**config.mk**
```make
export PLATFORM = sky130hd
export DESIGN_NAME = apb_req_engine
export DESIGN_NICKNAME = d
export VERILOG_FILES = /design/src/rtl/apb_req_pkg.sv /design/src/rtl/apb_req_hold.sv /design/src/rtl/apb_req_stall.sv /design/src/rtl/apb_req_seq.sv /design/src/rtl/apb_req_engine.sv
export SDC_FILE = /design/constraint.sdc
export NUM_CORES = 1
export LEC_CHECK = 0
export ABC_AREA = 1
export BUFFER_PORTS_ARGS = -buffer_cell sky130_fd_sc_hd__buf_2
export CELL_PAD_IN_SITES_DETAIL_PLACEMENT = 0
export CELL_PAD_IN_SITES_GLOBAL_PLACEMENT = 2
export CORE_UTILIZATION = 26
export DETAILED_ROUTE_END_ITERATION = 8
export MAX_ROUTING_LAYER = met4
export PLACE_DENSITY_LB_ADDON = 0.1
export SETUP_SLACK_MARGIN = 0.02
export SYNTH_ARGS = -nofsm -noshare
export SYNTH_HDL_FRONTEND = slang
export SYNTH_SLANG_ARGS = --single-unit
```
**constraint.sdc**
```tcl
create_clock -name clk -period 1.7 [get_ports clk]
set_input_delay 0.425 -clock clk [delete_from_list [all_inputs] [get_ports clk]]
set_output_delay 0.425 -clock clk [all_outputs]
set_load 0.03 [all_outputs]
```
**src/rtl/apb_req_pkg.sv**
```systemverilog
`timescale 1ns/1ps
package apb_req_pkg;
  typedef enum logic [1:0] {
    PH_IDLE   = 2'd0,
    PH_SETUP  = 2'd1,
    PH_ACCESS = 2'd2
  } apb_phase_e;
endpackage

```
**src/rtl/apb_req_hold.sv**
```systemverilog
`timescale 1ns/1ps
// Request register: loads the bus fields on command acceptance only.
module apb_req_hold #(
  parameter int ADDR_W = 32,
  parameter int DATA_W = 32,
  localparam int STRB_W = DATA_W / 8
) (
  input  logic              clk,
  input  logic              rst_n,
  input  logic              load_i,
  input  logic [ADDR_W-1:0] addr_i,
  input  logic              write_i,
  input  logic [DATA_W-1:0] wdata_i,
  input  logic [STRB_W-1:0] strb_i,
  input  logic [2:0]        prot_i,
  output logic [ADDR_W-1:0] addr_o,
  output logic              write_o,
  output logic [DATA_W-1:0] wdata_o,
  output logic [STRB_W-1:0] strb_o,
  output logic [2:0]        prot_o
);
  logic [STRB_W-1:0] strb_d;

  // reads carry no active lanes
  always_comb strb_d = write_i ? strb_i : '0;

  always_ff @(posedge clk or negedge rst_n) begin
    if (!rst_n) begin
      addr_o  <= '0;
      write_o <= 1'b0;
      wdata_o <= '0;
      strb_o  <= '0;
      prot_o  <= '0;
    end else if (load_i) begin
      addr_o  <= addr_i;
      write_o <= write_i;
      wdata_o <= wdata_i;
      strb_o  <= strb_d;
      prot_o  <= prot_i;
    end
  end
endmodule

```
**src/rtl/apb_req_stall.sv**
```systemverilog
`timescale 1ns/1ps
// Counts stalled access cycles; flags the last one allowed.
module apb_req_stall #(
  parameter int MAX_STALL = 16,
  localparam int CW = (MAX_STALL > 1) ? $clog2(MAX_STALL) : 1
) (
  input  logic clk,
  input  logic rst_n,
  input  logic clear_i,
  input  logic count_i,
  output logic at_limit_o
);
  localparam logic [CW-1:0] LAST = CW'(MAX_STALL - 1);

  logic [CW-1:0] cnt_q, cnt_d;
  logic          cnt_en;

  always_comb begin
    cnt_en = clear_i | count_i;
    cnt_d  = clear_i ? '0 : cnt_q + 1'b1;
  end

  always_ff @(posedge clk or negedge rst_n) begin
    if (!rst_n)      cnt_q <= '0;
    else if (cnt_en) cnt_q <= cnt_d;
  end

  always_comb at_limit_o = (cnt_q == LAST);
endmodule

```
**src/rtl/apb_req_seq.sv**
```systemverilog
`timescale 1ns/1ps
// Transfer sequencer: idle -> setup -> access (repeats while stalled).
module apb_req_seq
  import apb_req_pkg::*;
(
  input  logic       clk,
  input  logic       rst_n,
  input  logic       cmd_valid_i,
  input  logic       pready_i,
  input  logic       at_limit_i,
  output apb_phase_e phase_o,
  output logic       cmd_open_o,
  output logic       take_o,
  output logic       done_o,
  output logic       abort_o
);
  apb_phase_e phase_q, phase_d;

  always_comb begin
    done_o     = (phase_q == PH_ACCESS) && pready_i;
    abort_o    = (phase_q == PH_ACCESS) && !pready_i && at_limit_i;
    cmd_open_o = (phase_q == PH_IDLE) || done_o;
    take_o     = cmd_open_o && cmd_valid_i;
  end

  always_comb begin
    phase_d = phase_q;
    unique case (phase_q)
      PH_IDLE:   if (take_o) phase_d = PH_SETUP;
      PH_SETUP:  phase_d = PH_ACCESS;
      PH_ACCESS: begin
        if (done_o)       phase_d = take_o ? PH_SETUP : PH_IDLE;
        else if (abort_o) phase_d = PH_IDLE;
      end
      default:   phase_d = PH_IDLE;
    endcase
  end

  always_ff @(posedge clk or negedge rst_n) begin
    if (!rst_n) phase_q <= PH_IDLE;
    else        phase_q <= phase_d;
  end

  always_comb phase_o = phase_q;
endmodule

```
**src/rtl/apb_req_engine.sv**
```systemverilog
`timescale 1ns/1ps
module apb_req_engine
  import apb_req_pkg::*;
#(
  parameter int ADDR_W    = 32,
  parameter int DATA_W    = 32,
  parameter int MAX_STALL = 16,
  localparam int STRB_W   = DATA_W / 8
) (
  input  logic              clk,
  input  logic              rst_n,
  input  logic              cmd_valid,
  output logic              cmd_ready,
  input  logic [ADDR_W-1:0] cmd_addr,
  input  logic              cmd_write,
  input  logic [DATA_W-1:0] cmd_wdata,
  input  logic [STRB_W-1:0] cmd_strb,
  input  logic [2:0]        cmd_prot,
  output logic              rsp_valid,
  output logic [DATA_W-1:0] rsp_rdata,
  output logic              rsp_err,
  output logic              rsp_timeout,
  output logic              psel,
  output logic              penable,
  output logic [ADDR_W-1:0] paddr,
  output logic              pwrite,
  output logic [DATA_W-1:0] pwdata,
  output logic [STRB_W-1:0] pstrb,
  output logic [2:0]        pprot,
  input  logic              pready,
  input  logic [DATA_W-1:0] prdata,
  input  logic              pslverr
);
  apb_phase_e phase;
  logic       take, done, abort, at_limit;
  logic       in_access, stall_clr, stall_inc, rsp_load;

  apb_req_seq u_seq (
    .clk         (clk),
    .rst_n       (rst_n),
    .cmd_valid_i (cmd_valid),
    .pready_i    (pready),
    .at_limit_i  (at_limit),
    .phase_o     (phase),
    .cmd_open_o  (cmd_ready),
    .take_o      (take),
    .done_o      (done),
    .abort_o     (abort)
  );

  always_comb begin
    in_access = (phase == PH_ACCESS);
    stall_clr = !in_access;
    stall_inc = in_access && !pready;
    rsp_load  = done || abort;
  end

  apb_req_stall #(.MAX_STALL(MAX_STALL)) u_stall (
    .clk        (clk),
    .rst_n      (rst_n),
    .clear_i    (stall_clr),
    .count_i    (stall_inc),
    .at_limit_o (at_limit)
  );

  apb_req_hold #(.ADDR_W(ADDR_W), .DATA_W(DATA_W)) u_hold (
    .clk     (clk),
    .rst_n   (rst_n),
    .load_i  (take),
    .addr_i  (cmd_addr),
    .write_i (cmd_write),
    .wdata_i (cmd_wdata),
    .strb_i  (cmd_strb),
    .prot_i  (cmd_prot),
    .addr_o  (paddr),
    .write_o (pwrite),
    .wdata_o (pwdata),
    .strb_o  (pstrb),
    .prot_o  (pprot)
  );

  always_comb begin
    psel    = (phase != PH_IDLE);
    penable = in_access;
  end

  // response stage: strobe every cycle, payload under enable
  always_ff @(posedge clk or negedge rst_n) begin
    if (!rst_n) rsp_valid <= 1'b0;
    else        rsp_valid <= rsp_load;
  end

  always_ff @(posedge clk or negedge rst_n) begin
    if (!rst_n) begin
      rsp_rdata   <= '0;
      rsp_err     <= 1'b0;
      rsp_timeout <= 1'b0;
    end else if (rsp_load) begin
      rsp_rdata   <= abort ? '0 : prdata;
      rsp_err     <= abort | pslverr;
      rsp_timeout <= abort;
    end
  end
endmodule

```
Yosys cells after proc, flatten, opt, wreduce, memory -nomap -nowiden. Index checks and enable logic that the tools add are counted.

Add/subtract/negate cells: 1. Muxes and demuxes: 8. Bitwise gates (word level): 2. Reduce and logical (&&, ||, !) cells: 11. Equal/unequal tests: 5.

Operators by type and width (count): $mux W32 (1); $mux W4 (2); $mux W2 (3); $pmux W2 S3 (1); $add A4 B1 Y4 const B (1); $eq A4 B4 Y1 const B (1); $logic_and A1 B1 Y1 (4); $ne A3 B1 Y1 const B (1); $eq A2 B1 Y1 const B (1); $eq A2 B2 Y1 const B (1); $logic_not A1 Y1 (2); $logic_not A2 Y1 (1); $logic_or A1 B1 Y1 (2); $ne A2 B1 Y1 const B (1); $or A1 B1 Y1 (2); $reduce_and A2 Y1 (1); $reduce_bool A2 Y1 (1); $mux W1 (1).

Word-level logic and storage cells: 38. Input bits: 109. Output and inout port bits: 110. Flip-flop bits (word level): 113.

Logic depth before layout (Yosys ltp).
Depth in word-level cells: 7. Depth in mapped cells: 8. Depth with buffers taken out: 6.

Hierarchy. A second synthesis with hierarchy kept.

Cell total of the unflattened synthesis: 504. Area, all modules: 4603.2 um2.

Modules (own cells, without submodules): apb_req_hold (area each 2768.9 um2, sequential area each 1801.7 um2, cells each 304, instances 1); apb_req_engine (area each 1497.7 um2, sequential area each 875.8 um2, cells each 154, instances 1); apb_req_stall (area each 211.5 um2, sequential area each 100.1 um2, cells each 26, instances 1); apb_req_seq (area each 125.1 um2, sequential area each 50.0 um2, cells each 20, instances 1).

Worst setup path after synthesis. OpenSTA, ideal clock, no wires.

Kind: flip-flop to output port. From: register u_seq.phase_q[1] (netlist: u_seq.phase_o[1]). To: output port cmd_ready. Data required time: 1.275 ns. Path buffers: 3. Slack: 0.262 ns. Cell stages (with the launch flop): 7. Arrival: 1.013 ns. Path through: dfrtp_1 > buf_6 > inv_4 > nand2_4 > nand2_4 > buf_6 > buf_6.

Cells in the longest elaborated chain, start to end: 3. Elaborated cells between the ends (all ways): 4. Classes of those cells: eq/ne (1); reduce/logical (3).

RTL lines: from (decl) (RTL line apb_req_seq.sv:17) `apb_phase_e phase_q, phase_d;`; from (signal assigned) (RTL line apb_req_seq.sv:41) `else phase_q <= phase_d;`; $eq A2 B2 Y1 (RTL line apb_req_seq.sv:20) `done_o = (phase_q == PH_ACCESS) && pready_i;`; $logic_and A1 B1 Y1 (RTL line apb_req_seq.sv:20); $logic_or A1 B1 Y1 (*) (RTL line apb_req_seq.sv:22) `cmd_open_o = (phase_q == PH_IDLE) || done_o;`; to (decl) (RTL line apb_req_engine.sv:13) `output logic cmd_ready,`.

Every way passes the cells marked *; elsewhere a longest branch is shown, timed or not.

Worst setup path after layout.
From: register u_seq.phase_q[0] (netlist: u_seq.phase_o[0]). To: output port psel.

Cells in the longest elaborated chain, start to end: 1.

RTL lines: $reduce_bool A2 Y1 (RTL line apb_req_engine.sv:83) `psel = (phase != PH_IDLE);`; to (decl) (RTL line apb_req_engine.sv:23) `output logic psel,`.

No other way between the ends.

==> results.ini <==
[synth]
synth_edf_count = 0
syn_area_mm2 = 0.004727
ys.flop_type = dfrtp_1
netlist_instances = 512
synthArstFlopShare = 1.000
syn_area_per_cell_um2 = 9.232
yosysWarnings = 0
yosysSeqAreaShare = 0.5982
synth-seq-cells = 113
syn-num-nets = 622
synth_cell_type_count = 20

[route]
drtPass1Iterations = 4
wl_per_cell_um = 15.05
drtAntennaViolNets = 0
dr_total_vias = 4362
drt-total-wl_mm = 14.60
drc_errors = 0
drt_iter0_markers = 206
via_per_inst = 4.497

[timing]
timing.setup.tns_ns = 0
hold_viol = 0
fin_crit_sh = 0.9612
period_minus_slack_ns = 1.634
fin_skew_ns = 0.009038
max_freq_mhz = 612.0
setup_viol = 0
relSlewSlack = 0.6990
drv_slew = 0
rsz0062_at_grt = true
worstMarginPinSlew_ns = 0.4514

[setup_path]
crit_arrival_ns = 1.21
path_class = flop to output pin
cp-start-kind = flop
worst-path-max-fanout = 5
critPathRequiredTime_ns = 1.27
end_kind = output pin

[run]
cap_violations = 0

[placed_design]
io_buffer_count = 218
dpl.cell_count = 930
place.gp.congestion = 0.7277
dpl.hpwl_mm = 10.05

[status]
outcome = complete, no violations

[floorplan]
start_util = 0.2695
io_pins = 219
die_w_um = 136.8
rows = 48
coreArea_mm2 = 0.01754
dieArea_mm2 = 0.01872
die-height_um = 136.8

[global_routing]
track_usage = 0.1652
busiest_layer = met2
grt_pass1_vias = 4194
antenna_found_initial = 2
grt_max_degree = 42
grt-ovfl-total = 0
grt_pass1_wl_mm = 22.50
met1_usage = 0.2026
use_met2 = 0.2434
met3_usage = 0.06185

[clock_network]
cts_buffer_depth = 2
htree_levels = 4
clk_latency_ns = 0.41
cts_tree = built
clk_pin_slew_ns = 0.06
cts_made_buffers = 17
cts.sinks = 113
cts_root_buffer = clkbuf_16

[power]
vdd_ir_drop_max_mv = 0.7745
switchingPower_w = 0.004908
internal_power_w = 0.007170
swShare = 0.4064
p_leak_nw = 3.676
comb_power_share = 0.374
p_clk_frac = 0.295
power_density_mw_per_mm2 = 1804
sequentialPowerShare = 0.331

[layout]
layout_commonest_cell = buf_2
nets = 840
final_cell_count_no_fill = 970
area_growth_pct = 41.64
final_cell_mix = buf_2, nand2_1, dfrtp_1
drive_above_1_share = 0.3742

[min_path]
hp-class = input port to flop

## state kept, by name (all words and copies together), names as in the netlist
| name | flops |
|---|---|
| rsp_rdata | 32 |
| u_hold.addr_o | 32 |
| u_hold.wdata_o | 32 |
| u_hold.strb_o | 4 |
| u_stall.cnt_q | 4 |
| u_hold.prot_o | 3 |
| u_seq.phase_o | 2 |
| rsp_err | 1 |
| rsp_timeout | 1 |
| rsp_valid | 1 |
| u_hold.write_o | 1 |
## synthesized netlist by cell type, types with 4 or more instances
cell type	number	area (µm²)
nand3_1	71	355.3
nand4_1	32	200.2
nand3b_1	4	30.03
inv_1	8	30.03
buf_1	6	22.52
dfrtp_1	113	2828
nand2_1	195	732.0
buf_2	19	95.09
buf_6	9	101.4
a21oi_1	33	165.2
buf_4	6	45.04
## final timing paths
kind | from | endpoint | cells past startpoint | slack [ns]
setup / recovery | u_seq.phase_o[0] | psel | 3 | 0.07
setup reg to reg | u_seq.phase_o[1] | rsp_rdata[17] | 6 | 0.19
min in group asynchronous | rst_n | rsp_rdata[5] | 2 | 0.50
max in group asynchronous | rst_n | rsp_rdata[21] | 3 | 0.64
hold / removal | cmd_wdata[0] | u_hold.wdata_o[0] | 3 | 0.24
hold reg to reg | u_hold.addr_o[13] | u_hold.addr_o[13] | 2 | 0.46
## power groups by stage
stage / sequential [W] / combinational (W) / clock [W]
finish: 0.00400 / 0.00452 / 0.00356
global route: 0.00411 / 0.00490 / 0.00378
CTS: 0.00400 / 0.00458 / 0.00367
detailed placement: 0.00404 / 0.00452 / 0
global placement: 0.00403 / 0.00449 / 0
floorplan: 0.00576 / 0.00132 / 0
## per-layer routing
layer	routed length (µm)	part of all wire	up-vias
met4	180	0.012	0
li1	-	-	2131
met2	6781	0.46	170
met1	6292	0.43	2051
met5	0	0	-
met3	1344	0.092	10
## metrics by stage
| step | hold slack, ns | setup slack [ns] | cell area (µm²) | util | total power, W |
|---|---|---|---|---|---|
| 6_report | 0.2386 | 0.06591 | 6695 | 0.3818 | 0.01208 |
| 5_1_grt | 0.2311 | 0.005259 | 6695 | 0.3818 | 0.01278 |
| 4_1_cts | 0.2150 | 0.01021 | 6670 | 0.3804 | 0.01225 |
| 3_5_place_dp | 0.3991 | 0.1626 | 6026 | 0.3436 | 0.008553 |
| 3_3_place_gp | 0.3989 | 0.1623 | 6026 | 0.3436 | 0.008520 |
| 2_1_floorplan | 0.1294 | 0.2624 | 4727 | - | 0.007086 |
## cell families after synthesis
| logic type | count (synthesis) | synth area share |
|---|---|---|
| adder cells (fa/ha/maj) | 1 | 0.002646 |
| AND/OR/NAND/NOR | 311 | 0.2943 |
| AO/OA/AOI/OAI | 36 | 0.03811 |
| XOR/XNOR | 1 | 0.001853 |
| buffers and inverters | 50 | 0.06485 |
| flip-flops | 113 | 0.5982 |
## final cells by class
type / count / area, µm²
antenna: 2 / 5.005
clock buffer: 20 / 446.7
clock inverter: 12 / 140.1
fill: 1822 / 10840
inverter: 10 / 45.04
multi-input combinational: 349 / 1607
sequential: 113 / 2829
tap: 225 / 281.5
timing repair buffer: 239 / 1341
## what timing repair did
item / 4_1_cts / 5_1_grt
endpoints found under the setup margin: 3 / 2
gates cloned: 0 / 0
endpoints found under the hold margin: 25 / 0
pin swaps: 1 / 3
buffers inserted: 3 / 2
gates resized for setup: 7 / 2
hold buffers: 1 / 0
## critical path, stage by stage, from the launching register on
cell      delay [ns]
dfrtp_1         0.39
clkinv_4        0.10
nand2_4         0.09
buf_2           0.22
(Power assumes the default switching activity.)
